**config.mk**
```make
export PLATFORM = sky130hd
export DESIGN_NAME = pwr_throttle_ctl
export DESIGN_NICKNAME = d
export VERILOG_FILES = /design/src/rtl/ptc_pkg.sv /design/src/rtl/ptc_deglitch.sv /design/src/rtl/ptc_status.sv /design/src/rtl/ptc_pulse.sv /design/src/rtl/pwr_throttle_ctl.sv
export SDC_FILE = /design/constraint.sdc
export NUM_CORES = 1
export LEC_CHECK = 0
export ABC_AREA = 1
export BUFFER_PORTS_ARGS = -buffer_cell sky130_fd_sc_hd__buf_2
export CORE_MARGIN = 4
export CORE_UTILIZATION = 54
export CTS_CLUSTER_DIAMETER = 100
export CTS_CLUSTER_SIZE = 8
export DETAILED_ROUTE_END_ITERATION = 8
export PLACE_DENSITY_LB_ADDON = 0.15
export SLEW_MARGIN = 20
export SYNTH_ARGS = -nofsm -noshare
export SYNTH_HDL_FRONTEND = slang
export SYNTH_SLANG_ARGS = --single-unit
```
**constraint.sdc**
```tcl
create_clock -name clk -period 1.5 [get_ports clk]
set_input_delay 0.3 -clock clk [delete_from_list [all_inputs] [get_ports clk]]
set_output_delay 0.3 -clock clk [all_outputs]
set_load 0.05 [all_outputs]
```
**src/rtl/ptc_pkg.sv**
```systemverilog
// Shared constants for the throttle pulse controller: event indices,
// register addresses and control-bit positions.
package ptc_pkg;
    localparam int NUM_EV  = 12;
    localparam int NUM_RAW = 11;
    localparam int DW      = 12;

    localparam int EV_ADPK  = 0;
    localparam int EV_ADAVG = 1;
    localparam int EV_DIS1  = 2;
    localparam int EV_DIS2  = 3;
    localparam int EV_SYSV  = 4;
    localparam int EV_BUSV  = 5;
    localparam int EV_ADRM  = 6;
    localparam int EV_BTRM  = 7;
    localparam int EV_CMP   = 8;
    localparam int EV_XASST = 9;
    localparam int EV_THERM = 10;
    localparam int EV_VLIM  = 11;

    typedef enum logic [1:0] {
        A_ENA  = 2'd0,
        A_CTRL = 2'd1,
        A_DGL  = 2'd2,
        A_STAT = 2'd3
    } reg_addr_e;

    localparam int C_PW    = 0;
    localparam int C_EXT   = 2;
    localparam int C_LOWER = 3;
    localparam int C_SEL91 = 4;
    localparam int C_TLONG = 5;
    localparam int C_HCLR  = 6;
    localparam int C_SRST  = 7;

    localparam logic [NUM_EV-1:0] HOLD_MASK =
        NUM_EV'((1 << EV_XASST) | (1 << EV_VLIM));
endpackage

```
**src/rtl/ptc_deglitch.sv**
```systemverilog
// Assertion-side deglitch filter. The output rises once the raw flag has
// been high for thr_i ticks and falls on the clock after the raw flag drops.
// Assumes thr_i is stable while the raw flag is high.
module ptc_deglitch #(
    parameter int CNT_W = 10
) (
    input  logic             clk,
    input  logic             rst_n,
    input  logic             tick_i,
    input  logic             raw_i,
    input  logic [CNT_W-1:0] thr_i,
    output logic             filt_o
);
    logic [CNT_W-1:0] cnt_q;
    logic             filt_q;

    // Count ticks while raw is high; qualify when the threshold is reached.
    always_ff @(posedge clk) begin
        if (!rst_n) begin
            cnt_q  <= '0;
            filt_q <= 1'b0;
        end else if (!raw_i) begin
            cnt_q  <= '0;
            filt_q <= 1'b0;
        end else if (!filt_q) begin
            if (cnt_q >= thr_i) filt_q <= 1'b1;
            else if (tick_i)    cnt_q  <= cnt_q + 1'b1;
        end
    end

    assign filt_o = filt_q;


    release_follows_raw_chk: assert property (@(posedge clk) disable iff (!rst_n)
        !$past(raw_i) |-> !filt_o);
endmodule

```
**src/rtl/ptc_status.sv**
```systemverilog
// Status latches. Level bits set every clock their enabled event is active.
// The battery-removal bit sets on a rising edge only. Read clears all
// non-hold bits; hold bits clear through hold_clr_i. A soft reset clears all.
module ptc_status
    import ptc_pkg::*;
(
    input  logic              clk,
    input  logic              rst_n,
    input  logic [NUM_EV-1:0] act_i,
    input  logic              rd_clr_i,
    input  logic [NUM_EV-1:0] hold_clr_i,
    input  logic              soft_rst_i,
    output logic [NUM_EV-1:0] st_o
);
    logic [NUM_EV-1:0] st_q, act_prev_q, set_v, clr_v;

    // Set sources: levels everywhere except the edge-only battery-removal bit.
    always_comb begin
        set_v          = act_i;
        set_v[EV_BTRM] = act_i[EV_BTRM] & ~act_prev_q[EV_BTRM];
        clr_v          = hold_clr_i | ({NUM_EV{rd_clr_i}} & ~HOLD_MASK);
    end

    // Latch update; a set in the same clock as a clear wins.
    always_ff @(posedge clk) begin
        if (!rst_n) begin
            st_q       <= '0;
            act_prev_q <= '0;
        end else begin
            act_prev_q <= act_i;
            st_q       <= soft_rst_i ? '0 : ((st_q & ~clr_v) | set_v);
        end
    end

    assign st_o = st_q;


    btrm_no_level_set_chk: assert property (@(posedge clk) disable iff (!rst_n)
        (!st_q[EV_BTRM] && act_i[EV_BTRM] && $past(act_i[EV_BTRM])) |=> !st_q[EV_BTRM]);


    hold_keep_chk: assert property (@(posedge clk) disable iff (!rst_n)
        (st_q[EV_VLIM] && !hold_clr_i[EV_VLIM] && !soft_rst_i) |=> st_q[EV_VLIM]);
endmodule

```
**src/rtl/ptc_pulse.sv**
```systemverilog
// Throttle output sequencer. A new enabled event loads a minimum-width timer.
// The registered active-low output stays low while the timer runs, any event
// is active, the extension latch is set or a hold status is present.
module ptc_pulse #(
    parameter int NUM_EV  = 12,
    parameter int PW_BASE = 4
) (
    input  logic              clk,
    input  logic              rst_n,
    input  logic              tick_i,
    input  logic [NUM_EV-1:0] act_i,
    input  logic              hold_i,
    input  logic              ext_en_i,
    input  logic              host_clr_i,
    input  logic              soft_rst_i,
    input  logic [1:0]        pw_code_i,
    output logic              throttle_n_o
);
    localparam int PW_MAX = PW_BASE * 8;
    localparam int PW_W   = $clog2(PW_MAX + 1);

    logic [NUM_EV-1:0] act_prev_q;
    logic [PW_W-1:0]   cnt_q, pw_load;
    logic              ext_q, out_n_q, act_any, trig, low_nx;

    assign pw_load = PW_W'((PW_BASE << pw_code_i) - 1);
    assign act_any = |act_i;
    assign trig    = |(act_i & ~act_prev_q);
    assign low_nx  = trig | (cnt_q != '0) | act_any | ext_q | hold_i;

    // Remember the event vector to spot newly arriving events.
    always_ff @(posedge clk) begin
        if (!rst_n) act_prev_q <= '0;
        else        act_prev_q <= act_i;
    end

    // Minimum-width timer: load on a new event, count down on ticks.
    always_ff @(posedge clk) begin
        if (!rst_n || soft_rst_i)         cnt_q <= '0;
        else if (trig)                    cnt_q <= pw_load;
        else if (tick_i && cnt_q != '0)   cnt_q <= cnt_q - 1'b1;
    end

    // Extension latch: set by a new event in extend mode, cleared by host.
    always_ff @(posedge clk) begin
        if (!rst_n || soft_rst_i)         ext_q <= 1'b0;
        else if (trig && ext_en_i)        ext_q <= 1'b1;
        else if (host_clr_i)              ext_q <= 1'b0;
    end

    // Registered, glitch-free active-low output.
    always_ff @(posedge clk) begin
        if (!rst_n || soft_rst_i) out_n_q <= 1'b1;
        else                      out_n_q <= ~low_nx;
    end

    assign throttle_n_o = out_n_q;


    fall_has_cause_chk: assert property (@(posedge clk) disable iff (!rst_n)
        $fell(throttle_n_o) |-> $past(act_any || hold_i));


    active_keeps_low_chk: assert property (@(posedge clk) disable iff (!rst_n)
        (act_any && !soft_rst_i) |=> !throttle_n_o);


    soft_release_chk: assert property (@(posedge clk) disable iff (!rst_n)
        soft_rst_i |=> throttle_n_o);


    ext_hold_chk: assert property (@(posedge clk) disable iff (!rst_n)
        (ext_q && !host_clr_i && !soft_rst_i) |=> !throttle_n_o);
endmodule

```
**src/rtl/pwr_throttle_ctl.sv**
```systemverilog
// Top of the throttle pulse controller: register file, input-voltage-limit
// threshold select, per-event deglitch filters, status latches and output
// sequencer. Assumes event flags are synchronous to clk.
module pwr_throttle_ctl
    import ptc_pkg::*;
#(
    parameter int PW_BASE     = 4,
    parameter int DG_STEP     = 4,
    parameter int REM_TICKS   = 1,
    parameter int THERM_SHORT = 100,
    parameter int THERM_LONG  = 1000
) (
    input  logic               clk,
    input  logic               rst_n,
    input  logic               tick_i,
    input  logic [NUM_RAW-1:0] evt_i,
    input  logic [2:0]         vlim_cmp_i,
    input  logic               wr_en_i,
    input  logic               rd_en_i,
    input  logic [1:0]         addr_i,
    input  logic [DW-1:0]      wr_data_i,
    output logic [DW-1:0]      rd_data_o,
    output logic               throttle_n_o
);
    localparam int M1     = (DG_STEP * 3 > REM_TICKS) ? DG_STEP * 3 : REM_TICKS;
    localparam int M2     = (THERM_LONG > THERM_SHORT) ? THERM_LONG : THERM_SHORT;
    localparam int DG_MAX = (M1 > M2) ? M1 : M2;
    localparam int DG_W   = $clog2(DG_MAX + 1);

    logic [NUM_EV-1:0] ena_q, ena_eff, raw, flt, act, st, hold_clr;
    logic [5:0]        ctrl_q;
    logic [9:0]        dgl_q;
    logic              vlim_sel, host_clr, soft_rst, stat_rd, stat_wr;

    assign host_clr = wr_en_i && (addr_i == A_CTRL) && wr_data_i[C_HCLR];
    assign soft_rst = wr_en_i && (addr_i == A_CTRL) && wr_data_i[C_SRST];
    assign stat_rd  = rd_en_i && (addr_i == A_STAT);
    assign stat_wr  = wr_en_i && (addr_i == A_STAT);
    assign hold_clr = {NUM_EV{stat_wr}} & HOLD_MASK & ~wr_data_i;

    // Configuration registers: written by address, untouched by soft reset.
    always_ff @(posedge clk) begin
        if (!rst_n) begin
            ena_q  <= '0;
            ctrl_q <= '0;
            dgl_q  <= '0;
        end else if (wr_en_i) begin
            case (addr_i)
                A_ENA:   ena_q  <= wr_data_i;
                A_CTRL:  ctrl_q <= wr_data_i[5:0];
                A_DGL:   dgl_q  <= wr_data_i[9:0];
                default: ;
            endcase
        end
    end

    // Read mux of the addressed register.
    always_comb begin
        case (addr_i)
            A_ENA:   rd_data_o = ena_q;
            A_CTRL:  rd_data_o = DW'(ctrl_q);
            A_DGL:   rd_data_o = DW'(dgl_q);
            default: rd_data_o = st;
        endcase
    end

    // Input-voltage-limit comparator chosen by the two threshold bits.
    always_comb begin
        if (!ctrl_q[C_LOWER])     vlim_sel = vlim_cmp_i[0];
        else if (ctrl_q[C_SEL91]) vlim_sel = vlim_cmp_i[1];
        else                      vlim_sel = vlim_cmp_i[2];
    end

    assign raw     = {vlim_sel, evt_i};
    assign ena_eff = ena_q | NUM_EV'(1 << EV_XASST);
    assign act     = flt & ena_eff;

    for (genvar i = 0; i < NUM_EV; i++) begin : g_ev
        logic [DG_W-1:0] thr;
        if (i == EV_ADPK || i == EV_ADAVG || i == EV_DIS1 || i == EV_DIS2 || i == EV_CMP) begin : g_prog
            localparam int SLOT = (i == EV_CMP) ? 4 : i;
            assign thr = DG_W'(dgl_q[2*SLOT +: 2]) * DG_W'(DG_STEP);
        end else if (i == EV_ADRM || i == EV_BTRM) begin : g_rem
            assign thr = DG_W'(REM_TICKS);
        end else if (i == EV_THERM) begin : g_therm
            assign thr = ctrl_q[C_TLONG] ? DG_W'(THERM_LONG) : DG_W'(THERM_SHORT);
        end else begin : g_none
            assign thr = '0;
        end
        ptc_deglitch #(.CNT_W(DG_W)) u_dg (
            .clk    (clk),
            .rst_n  (rst_n),
            .tick_i (tick_i),
            .raw_i  (raw[i]),
            .thr_i  (thr),
            .filt_o (flt[i])
        );
    end

    ptc_status u_status (
        .clk        (clk),
        .rst_n      (rst_n),
        .act_i      (act),
        .rd_clr_i   (stat_rd),
        .hold_clr_i (hold_clr),
        .soft_rst_i (soft_rst),
        .st_o       (st)
    );

    ptc_pulse #(.NUM_EV(NUM_EV), .PW_BASE(PW_BASE)) u_pulse (
        .clk          (clk),
        .rst_n        (rst_n),
        .tick_i       (tick_i),
        .act_i        (act),
        .hold_i       (st[EV_VLIM] | st[EV_XASST]),
        .ext_en_i     (ctrl_q[C_EXT]),
        .host_clr_i   (host_clr),
        .soft_rst_i   (soft_rst),
        .pw_code_i    (ctrl_q[1:0]),
        .throttle_n_o (throttle_n_o)
    );


    disabled_no_status_chk: assert property (@(posedge clk) disable iff (!rst_n)
        (!ena_q[EV_ADPK] && !st[EV_ADPK]) |=> !st[EV_ADPK]);
endmodule

```
# Word level (Yosys, flattened, before mapping)
# Index checks and enable logic that the tools add are counted.
# word_totals
ramBits	0
latchBits	0
mem_bits_ro	0
ff_bits	192
inputBits	33
out_inout_bits	13
memories	0
# classes
shift	1
n_eq_ne	3
div_mod_pow	0
n_reduce_logical	43
magnitude_cmp	12
mul	0
bitwise_logic	42
add_sub_neg	14
n_mux	32
# op_table
op	n
$add 10x1->10 const B	12
$ge 10x1->1 const B	6
$ge 10x4->1	5
$and 12x12->12	4
$not 12->12	3
$pmux 12 s3	1
$reduce_and 3->1	12
$reduce_and 2->1	15
$mux 1	28
$not 1->1	27
$reduce_or 12->1	2
$mux 6	2
$or 12x11->12	1
$or 12x12->12	1
$ge 10x10->1	1
$mux 10	1
$logic_and 1x1->1	7
$reduce_bool 6->1	1
$shl 3x2->6 const A	1
$sub 6x1->6 const B	1
$sub 6x2->6 const B	1
$or 1x1->1	5
$eq 2x2->1 const B	2
$reduce_bool 2->1	2
other kinds (6)	6

# Logic depth before layout (Yosys ltp)
# logic_depth
depth_word	8
ltp_mapped	11

# Cells and area by module
# A second synthesis with hierarchy kept.
# unflattened
cells_unflattened	2127
hier_area_um2	14268.7
# modules_own_cells
module	cells_each	area_each_um2	seq_area_each_um2	n_inst
ptc_deglitch	136	922.1	220.2	12
pwr_throttle_ctl	280	1699.1	560.5	1
ptc_pulse	149	975.9	400.4	1
ptc_status	66	528.0	260.2	1

# Least setup slack after synthesis
# Ideal clock, no wire load.
# synth_path
kind	input port to output port
start	input port addr_i[1]
end	output port rd_data_o[6]
n_path_buf	0
slack_ps	-249
required_ps	1200
stages	4
arrival_time_ps	1449
cell_sequence	inv_1 -> nor2_2 -> inv_1 -> o211ai_1
# synth_via
elab_chain_len	2
elab_cells_between_ends	4
cone_classes	2 x eq/ne; 1 x mux; 1 x reduce/logical
# synth_rtl
element	line	rtl
start: declaration	pwr_throttle_ctl.sv:20	input logic [1:0] addr_i,
$eq 2x2->1, or another cell as far along	pwr_throttle_ctl.sv:59	case (addr_i)
$pmux 12 s3 *	pwr_throttle_ctl.sv:59	
end: declaration	pwr_throttle_ctl.sv:22	output logic [DW-1:0] rd_data_o,
# Mark *: on every way between the ends. The rest lies on a longest branch, timed or not.

# Final worst setup path
# layout_path
start	register ctrl_q[5]
end	register g_ev[10].u_dg.cnt_q[7]
# layout_via
elab_chain_len	4
# layout_rtl
element	line	rtl
start: declaration	pwr_throttle_ctl.sv:31	logic [5:0] ctrl_q;
start signal: assignment	pwr_throttle_ctl.sv:50	A_CTRL: ctrl_q <= wr_data_i[5:0];
$mux 10	pwr_throttle_ctl.sv:86	assign thr = ctrl_q[C_TLONG] ? DG_W'(THERM_LONG) : DG_W'(THERM_SHORT);
$ge 10x10->1	ptc_deglitch.sv:26	if (cnt_q >= thr_i) filt_q <= 1'b1;
$not 1->1 (no line)	-	
$reduce_and 3->1 (no line)	-	
end signal: assignment	ptc_deglitch.sv:27	else if (tick_i) cnt_q <= cnt_q + 1'b1;
end: declaration	ptc_deglitch.sv:14	logic [CNT_W-1:0] cnt_q;
# No other way between the ends.
# A chain may end at the register's enable or synchronous reset.

==> results.py <==
metrics = {
    "global_routing": {
        "grt_pass1_wl_um": 27500,
        "grt-ovfl-total": 0,
        "grt_antenna_before_repair": 0,
        "grt_max_degree": 27,
        "track_usage_pct": 24.2,
        "grt_pass1_vias": 5992,
    },
    "synthesis": {
        "synth_simple_gate_area_share_pct": 24.5,
        "synthDistinctLibCells": 34,
        "synth_compound_area_share_pct": 11.4,
        "syn_avg_cell_area_um2": 7.45,
        "synth_area_mm2": 0.00649,
        "synthMuxAreaShare_pct": 0,
        "yosys.area_share.xor_xnor_pct": 0.809,
        "synthAdderAreaFrac_pct": 6.75,
        "synth-seq-cells": 152,
        "synth_cells": 872,
        "yosysWarnings": 0,
        "ys_seq_area_share_pct": 46.9,
        "synth_top_family_by_area": "simple AND/OR/NAND/NOR gates",
        "synth_fp_nets": 940,
    },
    "sta": {
        "min_period_ns": 1.71,
        "post-route-period-util_pct": 114,
        "finalWorstSetupSlack_ns": -0.212,
        "rsz0062_at_grt": "yes",
        "hold_violations": 0,
        "fin_skew_ns": 0.00645,
        "drv_slew": 0,
        "fin_tns_setup_ns": -2.58,
        "slew_headroom_pct": 69.9,
        "tightest_slew_ns": 0.450,
        "clock.fmax_ghz": 0.584,
        "finalSetupViolCount": 22,
        "holdWs_ns": 0.0866,
    },
    "hold_path": {
        "hp-start": "evt_i[9]",
        "hold_path_class": "primary input to register",
        "hold_depth": 3,
        "whs_endpoint": "g_ev[9].u_dg.filt_o",
    },
    "routing": {
        "drt_iter0_drc": 439,
        "ant_nets": 0,
        "wire_per_inst_um": 15.0,
        "route.detailed.drc": 0,
        "num_vias": 6129,
        "via_per_inst": 5.27,
        "drt_pass1_iterations": 5,
        "wirelength_um": 17400,
    },
    "layout": {
        "layout_commonest_cell": "nand2_1",
        "most-common-layout-cells": "nand2_1 (128), dfxtp_1 (127), inv_1 (120)",
        "drive_gt1_share_pct": 30.6,
        "syn2layout_area_growth_pct": 37.1,
        "antenna_cells": 0,
        "nets": 1075,
    },
    "cts": {
        "cts.clk_slew.worst_paths_ns": 0.06,
        "cts_root_buffer": "clkbuf_16",
        "cts_tree": "built",
        "clkLatencyLatePin_ns": 0.43,
        "cts_buffers": 17,
        "cts_sinks": 152,
        "clockBufferDepth": 2,
        "h-tree-depth": 4,
    },
    "worst_setup_path": {
        "r2r_slack_ns": -0.21,
        "reg2reg_depth": 12,
        "r2r-end": "g_ev[10].u_dg.cnt_q[7]",
        "startpoint_type": "register",
        "rr_startpoint": "ctrl_q[5]",
        "criticalPathCategory": "register to register",
        "critPathMaxFanout": 5,
        "crit_arrival_ns": 2.07,
        "cp_data_required_time_ns": 1.86,
        "endpoint_kind": "register",
    },
    "place": {
        "hpwlAfterDp_um": 11500,
        "dp_slack_ns": -0.153,
        "gp_congestion": 0.903,
        "port-buffer-count": 45,
    },
    "floorplanning": {
        "rows": 39,
        "die-area_mm2": 0.0138,
        "die_h_um": 118,
        "core_mm2": 0.0116,
        "ioPinCount": 46,
        "die_w_um": 118,
        "start_util_pct": 55.9,
    },
    "status": {
        "status": "finished, violations left",
        "violations": "setup timing",
    },
    "job": {
        "drv_cap": 0,
    },
    "pwr": {
        "ir_drop_mv": 0.867,
        "powerDensity_mw_per_mm2": 1110,
        "p_leak_nw": 3.84,
    },
}
kinds of logic after synthesis:
group	count (synthesis)
buffers and inverters	163
adder cells (fa/ha/maj)	35
flip-flops	152
XOR/XNOR	6
AND/OR/NAND/NOR	382
AO/OA/AOI/OAI	134
critical path, cell delays in order, from the launching register on:
cell	delay, ns
dfxtp_2	0.34
inv_4	0.05
buf_6	0.11
ha_4	0.22
nand2_2	0.06
nand2_2	0.07
a21oi_4	0.14
buf_4	0.14
buf_6	0.11
nand2_8	0.08
o21bai_1	0.12
inv_1	0.07
nor2_1	0.12
registers in the layout, summed over array words and instances, names as in the netlist:
signal	flops
ctrl_q	6
ena_q	12
u_pulse.cnt_q	6
u_pulse.ext_q	1
u_status.st_o	12
g_ev.u_dg.cnt_q	80
dgl_q	10
g_ev.u_dg.filt_o	12
u_pulse.throttle_n_o	1
u_status.act_prev_q	12
layout make-up:
| class | count | area [um^2] |
|---|---|---|
| clock buffers | 18 | 439 |
| clock inverters | 13 | 178 |
| fillers | 809 | 2710 |
| inverters | 147 | 572 |
| multi-input cells | 557 | 3410 |
| flip-flops and latches | 152 | 3070 |
| well taps | 143 | 179 |
| repair buffers | 132 | 1050 |
timing repair:
action	4_1_cts	5_1_grt
setup endpoints to repair	42	59
setup buffers	24	14
hold buffers	0	0
pin swaps	23	50
cloned	0	1
gates resized for setup	103	108
worst max path at each step:
stage | start | endpoint | slack [ns] | cells after the start
6_report | ctrl_q[5] | g_ev[10].u_dg.cnt_q[7] | -0.21 | 12
5_1_grt | ctrl_q[5] | g_ev[10].u_dg.cnt_q[7] | -0.31 | 12
3_3_place_gp | addr_i[1] | rd_data_o[1] | -0.15 | 6
3_5_place_dp | addr_i[1] | rd_data_o[1] | -0.15 | 6
4_1_cts | dgl_q[7] | rd_data_o[7] | -0.22 | 4
2_1_floorplan | addr_i[1] | rd_data_o[6] | -0.15 | 4
power breakdown:
part | total [mW] | internal [mW] | switching (mW)
clock | 4.47 | 2.81 | 1.66
combinational | 1.19 | 0.487 | 0.705
sequential | 4.23 | 4.15 | 0.0800
total | 9.90 | 7.45 | 2.45
metal layers:
layer  vias up  routed length, um  track usage (%)
li1       3032                  -                -
met1      2882               7120             28.8
met2       168               8980             41.9
met3        47                812             5.00
met4         0                507             11.2
met5         -                  0                0
Yosys cell counts:
cell type	n	area (um^2)
nand2_1	153	574
dfxtp_1	152	3040
inv_1	147	552
nor2_1	142	533
a21oi_1	69	345
nand3_1	52	260
o21ai_0	43	215
ha_1	35	438
nand4_1	14	87.6
clkbuf_1	10	37.5
nor3_1	9	45.0
nor3b_1	5	37.5
o211ai_1	5	37.5
xnor2_1	5	43.8
o2111ai_1	4	35.0
a211oi_1	3	22.5
buf_2	3	15.0
a22o_1	2	17.5
buf_4	2	15.0
nand3b_1	2	15.0
o22ai_1	2	12.5
a21boi_4	1	18.8
a21oi_2	1	8.76
clkbuf_2	1	5.00
nand2_4	1	11.3
nor2_2	1	6.26
nor3_2	1	10.0
nor4_1	1	6.26
o21ai_1	1	5.00
o21ai_2	1	8.76
o21bai_1	1	7.51
o31ai_1	1	7.51
or2_2	1	6.26
xor2_1	1	8.76
per-stage QoR:
step / power, mW / util (%) / cell area [um^2] / std cells
detailed placement: 5.22 / 63.3 / 7350 / 1094
global placement: 5.18 / 63.3 / 7350 / 1094
global route: 10.3 / 76.7 / 8900 / 1162
CTS: 9.78 / 72.8 / 8450 / 1149
floorplan: 4.88 / - / 6590 / 872
finish: 9.90 / 76.7 / 8900 / 1162
(Power assumes the default switching activity.)
